[config.mk]
export PLATFORM = sky130hd
export DESIGN_NAME = rtc_shadow_regs
export DESIGN_NICKNAME = d
export VERILOG_FILES = /design/src/rtl/rtc_pkg.sv /design/src/rtl/rtc_prescaler.sv /design/src/rtl/rtc_time_core.sv /design/src/rtl/rtc_bus_port.sv /design/src/rtl/rtc_shadow_regs.sv
export SDC_FILE = /design/constraint.sdc
export NUM_CORES = 1
export LEC_CHECK = 0
export BUFFER_PORTS_ARGS = -buffer_cell sky130_fd_sc_hd__buf_2
export CORE_AREA = 2 2 149 151
export CTS_CLUSTER_DIAMETER = 120
export DETAILED_ROUTE_END_ITERATION = 7
export DIE_AREA = 0 0 151 153
export PLACE_DENSITY = 0.65
export SLEW_MARGIN = 20
export SYNTH_ARGS = -nofsm -noshare
export SYNTH_HDL_FRONTEND = slang
export SYNTH_SLANG_ARGS = --single-unit
[constraint.sdc]
create_clock -name clk -period 3.5 [get_ports clk]
set_clock_uncertainty 0.1 [all_clocks]
set_input_delay 0.175 -clock clk [delete_from_list [all_inputs] [get_ports clk]]
set_output_delay 0.175 -clock clk [all_outputs]
set_load 0.02 [all_outputs]
[src/rtl/rtc_pkg.sv]
package rtc_pkg;

  localparam int ADDR_W = 4;
  localparam int DATA_W = 8;

  localparam logic [ADDR_W-1:0] ADDR_SEC  = 4'h0;
  localparam logic [ADDR_W-1:0] ADDR_CEN  = 4'h6;
  localparam logic [ADDR_W-1:0] ADDR_CTRL = 4'hE;

  localparam int CTRL_FREEZE_BIT = 3;
  localparam int CTRL_KEEP_BIT   = 7;

  typedef struct packed {
    logic [7:0] cen;
    logic [7:0] yr;
    logic [7:0] mon;
    logic [7:0] day;
    logic [7:0] hr;
    logic [7:0] min;
    logic [7:0] sec;
  } rtc_time_t;

  localparam rtc_time_t TIME_AT_RESET = '{cen: 8'h20, yr: 8'h00, mon: 8'h01,
                                          day: 8'h01, hr: 8'h00, min: 8'h00,
                                          sec: 8'h00};

  function automatic logic [7:0] bcd_step(input logic [7:0] v);
    if (v[3:0] >= 4'd9) return {v[7:4] + 4'd1, 4'd0};
    return {v[7:4], v[3:0] + 4'd1};
  endfunction

  function automatic logic [7:0] bcd_value(input logic [7:0] v);
    return 8'(v[7:4]) * 8'd10 + 8'(v[3:0]);
  endfunction

  function automatic logic is_leap(input logic [7:0] yr_bcd);
    logic [7:0] b;
    b = bcd_value(yr_bcd);
    return (b[1:0] == 2'b00);
  endfunction

  function automatic logic [7:0] month_end(input logic [7:0] mon,
                                           input logic [7:0] yr);
    case (mon)
      8'h04, 8'h06, 8'h09, 8'h11: return 8'h30;
      8'h02:                      return is_leap(yr) ? 8'h29 : 8'h28;
      default:                    return 8'h31;
    endcase
  endfunction

  function automatic rtc_time_t advance_second(input rtc_time_t t);
    rtc_time_t r;
    r = t;
    if (t.sec != 8'h59) begin
      r.sec = bcd_step(t.sec);
    end else begin
      r.sec = 8'h00;
      if (t.min != 8'h59) begin
        r.min = bcd_step(t.min);
      end else begin
        r.min = 8'h00;
        if (t.hr != 8'h23) begin
          r.hr = bcd_step(t.hr);
        end else begin
          r.hr = 8'h00;
          if (t.day != month_end(t.mon, t.yr)) begin
            r.day = bcd_step(t.day);
          end else begin
            r.day = 8'h01;
            if (t.mon != 8'h12) begin
              r.mon = bcd_step(t.mon);
            end else begin
              r.mon = 8'h01;
              if (t.yr != 8'h99) begin
                r.yr = bcd_step(t.yr);
              end else begin
                r.yr  = 8'h00;
                r.cen = (t.cen == 8'h99) ? 8'h00 : bcd_step(t.cen);
              end
            end
          end
        end
      end
    end
    return r;
  endfunction

  function automatic logic [7:0] field_get(input rtc_time_t t,
                                           input logic [ADDR_W-1:0] a);
    case (a)
      4'h0:    return t.sec;
      4'h1:    return t.min;
      4'h2:    return t.hr;
      4'h3:    return t.day;
      4'h4:    return t.mon;
      4'h5:    return t.yr;
      4'h6:    return t.cen;
      default: return 8'h00;
    endcase
  endfunction

  function automatic rtc_time_t field_put(input rtc_time_t t,
                                          input logic [ADDR_W-1:0] a,
                                          input logic [7:0] v);
    rtc_time_t r;
    r = t;
    case (a)
      4'h0:    r.sec = v;
      4'h1:    r.min = v;
      4'h2:    r.hr  = v;
      4'h3:    r.day = v;
      4'h4:    r.mon = v;
      4'h5:    r.yr  = v;
      4'h6:    r.cen = v;
      default: r = t;
    endcase
    return r;
  endfunction

endpackage

[src/rtl/rtc_prescaler.sv]
module rtc_prescaler #(
  parameter int DIV = 32768
) (
  input  logic clk,
  input  logic rst_n,
  input  logic osc_en,
  input  logic run,
  input  logic restart,
  output logic tick
);
  localparam int CW = (DIV > 1) ? $clog2(DIV) : 1;
  localparam logic [CW-1:0] LAST = CW'(DIV - 1);

  generate
    if (DIV == 1) begin : g_direct
      assign tick = run && osc_en && !restart;
    end else begin : g_count
      logic [CW-1:0] cnt_q;
      assign tick = run && osc_en && !restart && (cnt_q == LAST);
      always_ff @(posedge clk or negedge rst_n) begin
        if (!rst_n) begin
          cnt_q <= '0;
        end else if (restart) begin
          cnt_q <= '0;
        end else if (run && osc_en) begin
          cnt_q <= (cnt_q == LAST) ? '0 : cnt_q + 1'b1;
        end
      end
    end
  endgenerate
endmodule

[src/rtl/rtc_time_core.sv]
module rtc_time_core
  import rtc_pkg::*;
(
  input  logic      clk,
  input  logic      rst_n,
  input  logic      tick,
  input  logic      load,
  input  rtc_time_t load_val,
  output rtc_time_t cur_time,
  output rtc_time_t next_time
);
  rtc_time_t time_q;

  assign cur_time  = time_q;
  assign next_time = advance_second(time_q);

  always_ff @(posedge clk or negedge rst_n) begin
    if (!rst_n) begin
      time_q <= TIME_AT_RESET;
    end else if (load) begin
      time_q <= load_val;
    end else if (tick) begin
      time_q <= next_time;
    end
  end
endmodule

[src/rtl/rtc_bus_port.sv]
module rtc_bus_port
  import rtc_pkg::*;
#(
  parameter int RECOVER_CYCLES = 4096
) (
  input  logic              clk,
  input  logic              rst_n,
  input  logic              cs_n,
  input  logic              we_n,
  input  logic [ADDR_W-1:0] addr,
  input  logic [DATA_W-1:0] wdata,
  input  logic              pwr_fail,
  output logic              wr_strobe,
  output logic [ADDR_W-1:0] wr_addr,
  output logic [DATA_W-1:0] wr_data,
  output logic              wprot
);
  localparam int RW = $clog2(RECOVER_CYCLES + 1);
  localparam logic [RW-1:0] RLOAD = RW'(RECOVER_CYCLES);

  logic              active;
  logic              act_q;
  logic [ADDR_W-1:0] addr_q;
  logic [DATA_W-1:0] data_q;
  logic [RW-1:0]     rec_q;

  assign active    = !cs_n && !we_n;
  assign wr_strobe = act_q && !active;
  assign wr_addr   = addr_q;
  assign wr_data   = data_q;
  assign wprot     = pwr_fail || (rec_q != '0);

  always_ff @(posedge clk or negedge rst_n) begin
    if (!rst_n) begin
      act_q  <= 1'b0;
      addr_q <= '0;
      data_q <= '0;
    end else begin
      act_q <= active;
      if (active) begin
        addr_q <= addr;
        data_q <= wdata;
      end
    end
  end

  always_ff @(posedge clk or negedge rst_n) begin
    if (!rst_n) begin
      rec_q <= '0;
    end else if (pwr_fail) begin
      rec_q <= RLOAD;
    end else if (rec_q != '0) begin
      rec_q <= rec_q - 1'b1;
    end
  end
endmodule

[src/rtl/rtc_shadow_regs.sv]
module rtc_shadow_regs
  import rtc_pkg::*;
#(
  parameter int PRESCALE_DIV   = 32768,
  parameter int RECOVER_CYCLES = 4096
) (
  input  logic              clk,
  input  logic              rst_n,
  input  logic              osc_en,
  input  logic              pwr_fail,
  input  logic              cs_n,
  input  logic              we_n,
  input  logic              oe_n,
  input  logic [ADDR_W-1:0] addr,
  input  logic [DATA_W-1:0] wdata,
  output logic [DATA_W-1:0] rdata,
  output logic              rdata_oe
);
  rtc_time_t         user_time;
  rtc_time_t         cur_time;
  rtc_time_t         next_time;
  logic              freeze_q;
  logic              keep_q;
  logic              dirty_q;
  logic              wr_strobe;
  logic              wr_ok;
  logic              wprot;
  logic [ADDR_W-1:0] wr_addr;
  logic [DATA_W-1:0] wr_data;
  logic              ctrl_wr;
  logic              time_wr;
  logic              load;
  logic              run;
  logic              sec_tick;
  logic              refresh;
  logic [DATA_W-1:0] ctrl_byte;
  logic [DATA_W-1:0] rd_byte;

  rtc_bus_port #(.RECOVER_CYCLES(RECOVER_CYCLES)) u_bus (
    .clk      (clk),
    .rst_n    (rst_n),
    .cs_n     (cs_n),
    .we_n     (we_n),
    .addr     (addr),
    .wdata    (wdata),
    .pwr_fail (pwr_fail),
    .wr_strobe(wr_strobe),
    .wr_addr  (wr_addr),
    .wr_data  (wr_data),
    .wprot    (wprot)
  );

  assign wr_ok   = wr_strobe && !wprot;
  assign ctrl_wr = wr_ok && (wr_addr == ADDR_CTRL);
  assign time_wr = wr_ok && freeze_q && (wr_addr <= ADDR_CEN);
  assign load    = ctrl_wr && freeze_q && !wr_data[CTRL_FREEZE_BIT] && dirty_q;
  assign run     = !pwr_fail || keep_q;
  assign refresh = sec_tick && !freeze_q;

  rtc_prescaler #(.DIV(PRESCALE_DIV)) u_pre (
    .clk    (clk),
    .rst_n  (rst_n),
    .osc_en (osc_en),
    .run    (run),
    .restart(load),
    .tick   (sec_tick)
  );

  rtc_time_core u_core (
    .clk      (clk),
    .rst_n    (rst_n),
    .tick     (sec_tick),
    .load     (load),
    .load_val (user_time),
    .cur_time (cur_time),
    .next_time(next_time)
  );

  always_ff @(posedge clk or negedge rst_n) begin
    if (!rst_n) begin
      freeze_q <= 1'b0;
      keep_q   <= 1'b0;
      dirty_q  <= 1'b0;
    end else begin
      if (ctrl_wr) begin
        freeze_q <= wr_data[CTRL_FREEZE_BIT];
        keep_q   <= wr_data[CTRL_KEEP_BIT];
        if (!wr_data[CTRL_FREEZE_BIT]) dirty_q <= 1'b0;
      end else if (time_wr) begin
        dirty_q <= 1'b1;
      end
    end
  end

  always_ff @(posedge clk or negedge rst_n) begin
    if (!rst_n) begin
      user_time <= TIME_AT_RESET;
    end else if (refresh) begin
      user_time <= next_time;
    end else if (time_wr) begin
      user_time <= field_put(user_time, wr_addr, wr_data);
    end
  end

  always_comb begin
    ctrl_byte = '0;
    ctrl_byte[CTRL_KEEP_BIT]   = keep_q;
    ctrl_byte[CTRL_FREEZE_BIT] = freeze_q;
  end

  always_comb begin
    if (addr <= ADDR_CEN)       rd_byte = field_get(user_time, addr);
    else if (addr == ADDR_CTRL) rd_byte = ctrl_byte;
    else                        rd_byte = '0;
  end

  assign rdata_oe = !cs_n && !oe_n && we_n;
  assign rdata    = rdata_oe ? rd_byte : '0;
endmodule

==> qor.txt <==
area grow syn2layout: 11.9%
maxcap violations: 0
EDFF count, synth: 0
Tcrit/Tclk final: 0.897
Placed Area: 0.0111 mm^2
unrepaired setup endpoints after global routing: false
post-synthesis sequential area ratio: 0.370
Horiz. Die Dim: 151 um
HP Start: addr[3]
fin area: 0.0118 mm^2
Max Fclk: 0.318 GHz
post-route ant nets: 0
Yosys top cell area share: 0.355
leak pwr: 4.98 nW
CP endpoint kind: flop
Syn Area/Cell: 9.17 um^2
worst r2r path cells: 10
I/O Buffers: 27
Worst Path Required: 3720 ps
Final Slew Violations: 0
CP Data Arrival Time: 3360 ps
Max IR drop VDD: 0.263 mV
Max clock buf depth: 2
run status: completed
Sink Count: 156
area of the mapped netlist: 0.0106 mm^2
total CTS buffers: 17
syn_nets: 1210
reg2reg start: u_core.cur_time[32]
register area: 0.00391 mm^2
Hold Fails Final Rpt: 0
Fillers: 1899
Netlist cell types: 93
pwr/cell area: 377 mW/mm^2
CTS root buf: clkbuf_16
die area: 0.0231 mm^2
initial antenna violation count: 0
number of I/O pins: 28
Worst-Skew Late Latency: 440 ps
via count: 9156
largest net degree at the start of global routing: 69
Final nets: 1234
Slew Limit Headroom: 0.438
register bit total from synthesis: 156
Worst-path clk slew: 70 ps
HPWL Detailed: 21800 um
remaining global-route overflow: 0
critical path fanouts, max: 10
worst hold stages: 2
Synth async-reset ratio: 1.00
Period minus WS final: 3140 ps
share of cells above drive strength 1: 0.152
Die Span Y: 153 um
n_diodes: 0
vias in the first global route: 8972
gpl congestion: 0.931
utilization after layout: 0.550
r2r setup slk: 360 ps
reg2reg end: u_core.cur_time[50]
startpoint types: flop
DR pass1 iterations: 5
critical path class: flop to flop
Synthesis Warnings: 0
Total GRT Usage: 0.279
setup TNS: 0 ps
H-tree depth: 4
vias per cell: 6.24
Core Box Area: 0.0215 mm^2
final WL: 31000 um
leading area contributor after synthesis: dfrtp_1
row count: 54
Final setup viols: 0
synth top area cells: dfrtp_1 36%, mux2i_1 7.2%, ha_1 4.7%
Starting Density: 0.491
worst-margin pin slew: 843 ps
DRT iter0 DRCs: 823
routed wire length per instance: 21.1 um
CTS tree: done
# DRC: 0
Hold WC Path Type: input pin to flop
first-pass GRT wire length: 49900 um
top_reg_cell synth: dfrtp_1
Endpoint, Worst Hold: u_bus.wr_addr[3]
Mapped Cells: 1151
multi-input logic area: 0.00623 mm^2
-- synth_stat cells, types with 6 or more instances --
library cell and n:
nand3_1 36, nor2_1 110, o21a_1 6, nand2_1 90, dfrtp_1 150, or3_1 10
nand4_1 19, mux2_2 31, o21ai_0 86, nor4_1 6, and3_1 21, and2_1 7
nor2b_1 18, clkbuf_1 44, o41ai_1 7, xor2_1 17, nor4_4 7, mux4_2 7
a21oi_1 81, buf_2 21, nor3_1 21, mux2i_1 76, a211oi_1 13, dfstp_2 6
o21ai_1 6, nand2b_1 15, xnor2_1 17, a31oi_1 10, o31ai_1 13, ha_1 40
inv_1 34
-- per-layer routing --
layer	track usage	up-vias	wire (um)
met1	0.389	4480	13700
met5	0	-	0
met3	0.0421	78	1980
met2	0.429	356	14100
met4	0.122	0	1300
li1	-	4242	-
-- metrics by stage --
step,cells,hold slack [ps],power [W],worst slack [ps]
global placement,1424,111,0.00249,523
CTS,1468,102,0.00448,398
global route,1468,104,0.00463,154
finish,1468,105,0.00446,360
floorplan,1151,-221,0.00233,725
detailed placement,1424,113,0.00250,422
-- final cells by class --
class                      count  share of cell area
multi-input combinational    890               0.527
sequential                   156               0.331
timing repair buffer          76              0.0488
clock buffer                  19              0.0383
clock inverter                13              0.0143
tap                          280              0.0296
inverter                      34              0.0108
-- critical path: stages, from the launching register on --
cell and delay, ps:
dfstp_2 400, inv_1 100, ha_1 210, nor3b_2 300, and2_1 380, a21oi_1 150
o21a_1 200, buf_4 210, nor4_2 570, a21oi_1 140, a221o_1 270
-- placed cells by master, fill, tap and decap left out, types with 6 or more instances in the layout --
cell type / synthesis / routed
a211oi_1: 13 / 13
a21oi_1: 81 / 81
a31oi_1: 10 / 10
and2_1: 7 / 7
and3_1: 21 / 21
buf_2: 21 / 26
buf_4: 3 / 34
clkbuf_16: 0 / 17
dfrtp_1: 150 / 150
dfstp_2: 6 / 6
dlygate4sd3_1: 0 / 12
ha_1: 40 / 40
inv_1: 34 / 34
mux2_2: 31 / 31
mux2i_1: 76 / 76
mux4_2: 7 / 7
nand2_1: 90 / 90
nand2b_1: 15 / 15
nand3_1: 36 / 36
nand4_1: 19 / 19
nor2_1: 110 / 108
nor2b_1: 18 / 18
nor3_1: 21 / 20
nor4_1: 6 / 6
nor4_4: 7 / 7
o21a_1: 6 / 6
o21ai_0: 86 / 86
o21ai_1: 6 / 6
o31ai_1: 13 / 13
o41ai_1: 7 / 7
or3_1: 10 / 10
xnor2_1: 17 / 17
xor2_1: 17 / 17
-- logic make-up (layout without fill, tap and decap cells) --
group                    count (synthesis)  count (layout)  synth area share
adder cells (fa/ha/maj)                 40              40            0.0474
AND/OR/NAND/NOR                        417             417             0.222
multiplexers                           114             114             0.120
XOR/XNOR                                35              35            0.0297
AO/OA/AOI/OAI                          284             284             0.169
flip-flops                             156             156             0.370
buffers and inverters                  105             142            0.0416
-- sequential cells by signal (all words and copies together), names as in the netlist, 4 cells and up --
name	flops
u_bus.wr_data	8
u_bus.wr_addr	4
user_time	56
u_pre.g_count.cnt_q	15
u_bus.rec_q	13
u_core.cur_time	56
-- worst max path at each step --
stage / startpoint / to / slack, ps / depth (start not counted)
final: u_core.cur_time[32] / u_core.cur_time[50] / 360 / 10
after global routing: u_core.cur_time[32] / u_core.cur_time[50] / 150 / 10
after floorplan: u_core.cur_time[32] / u_core.cur_time[50] / 720 / 10
after global placement: u_core.cur_time[32] / u_core.cur_time[50] / 520 / 10
after detailed placement: u_core.cur_time[32] / u_core.cur_time[50] / 420 / 10
after CTS: u_core.cur_time[32] / u_core.cur_time[50] / 400 / 10
-- timing repair --
item / 4_1_cts / 5_1_grt
endpoints found under the hold margin: 73 / 0
setup buffers: 0 / 0
resized for setup: 0 / 0
hold buffers: 12 / 0
-- report_power, final --
part	total (W)	internal [W]	leakage [nW]	switching, W
combinational	0.000421	0.000201	2.60	0.000220
sequential	0.00206	0.00189	2.07	0.000173
clock	0.00198	0.00113	0.309	0.000853
Power figures use the tool's default switching activity.
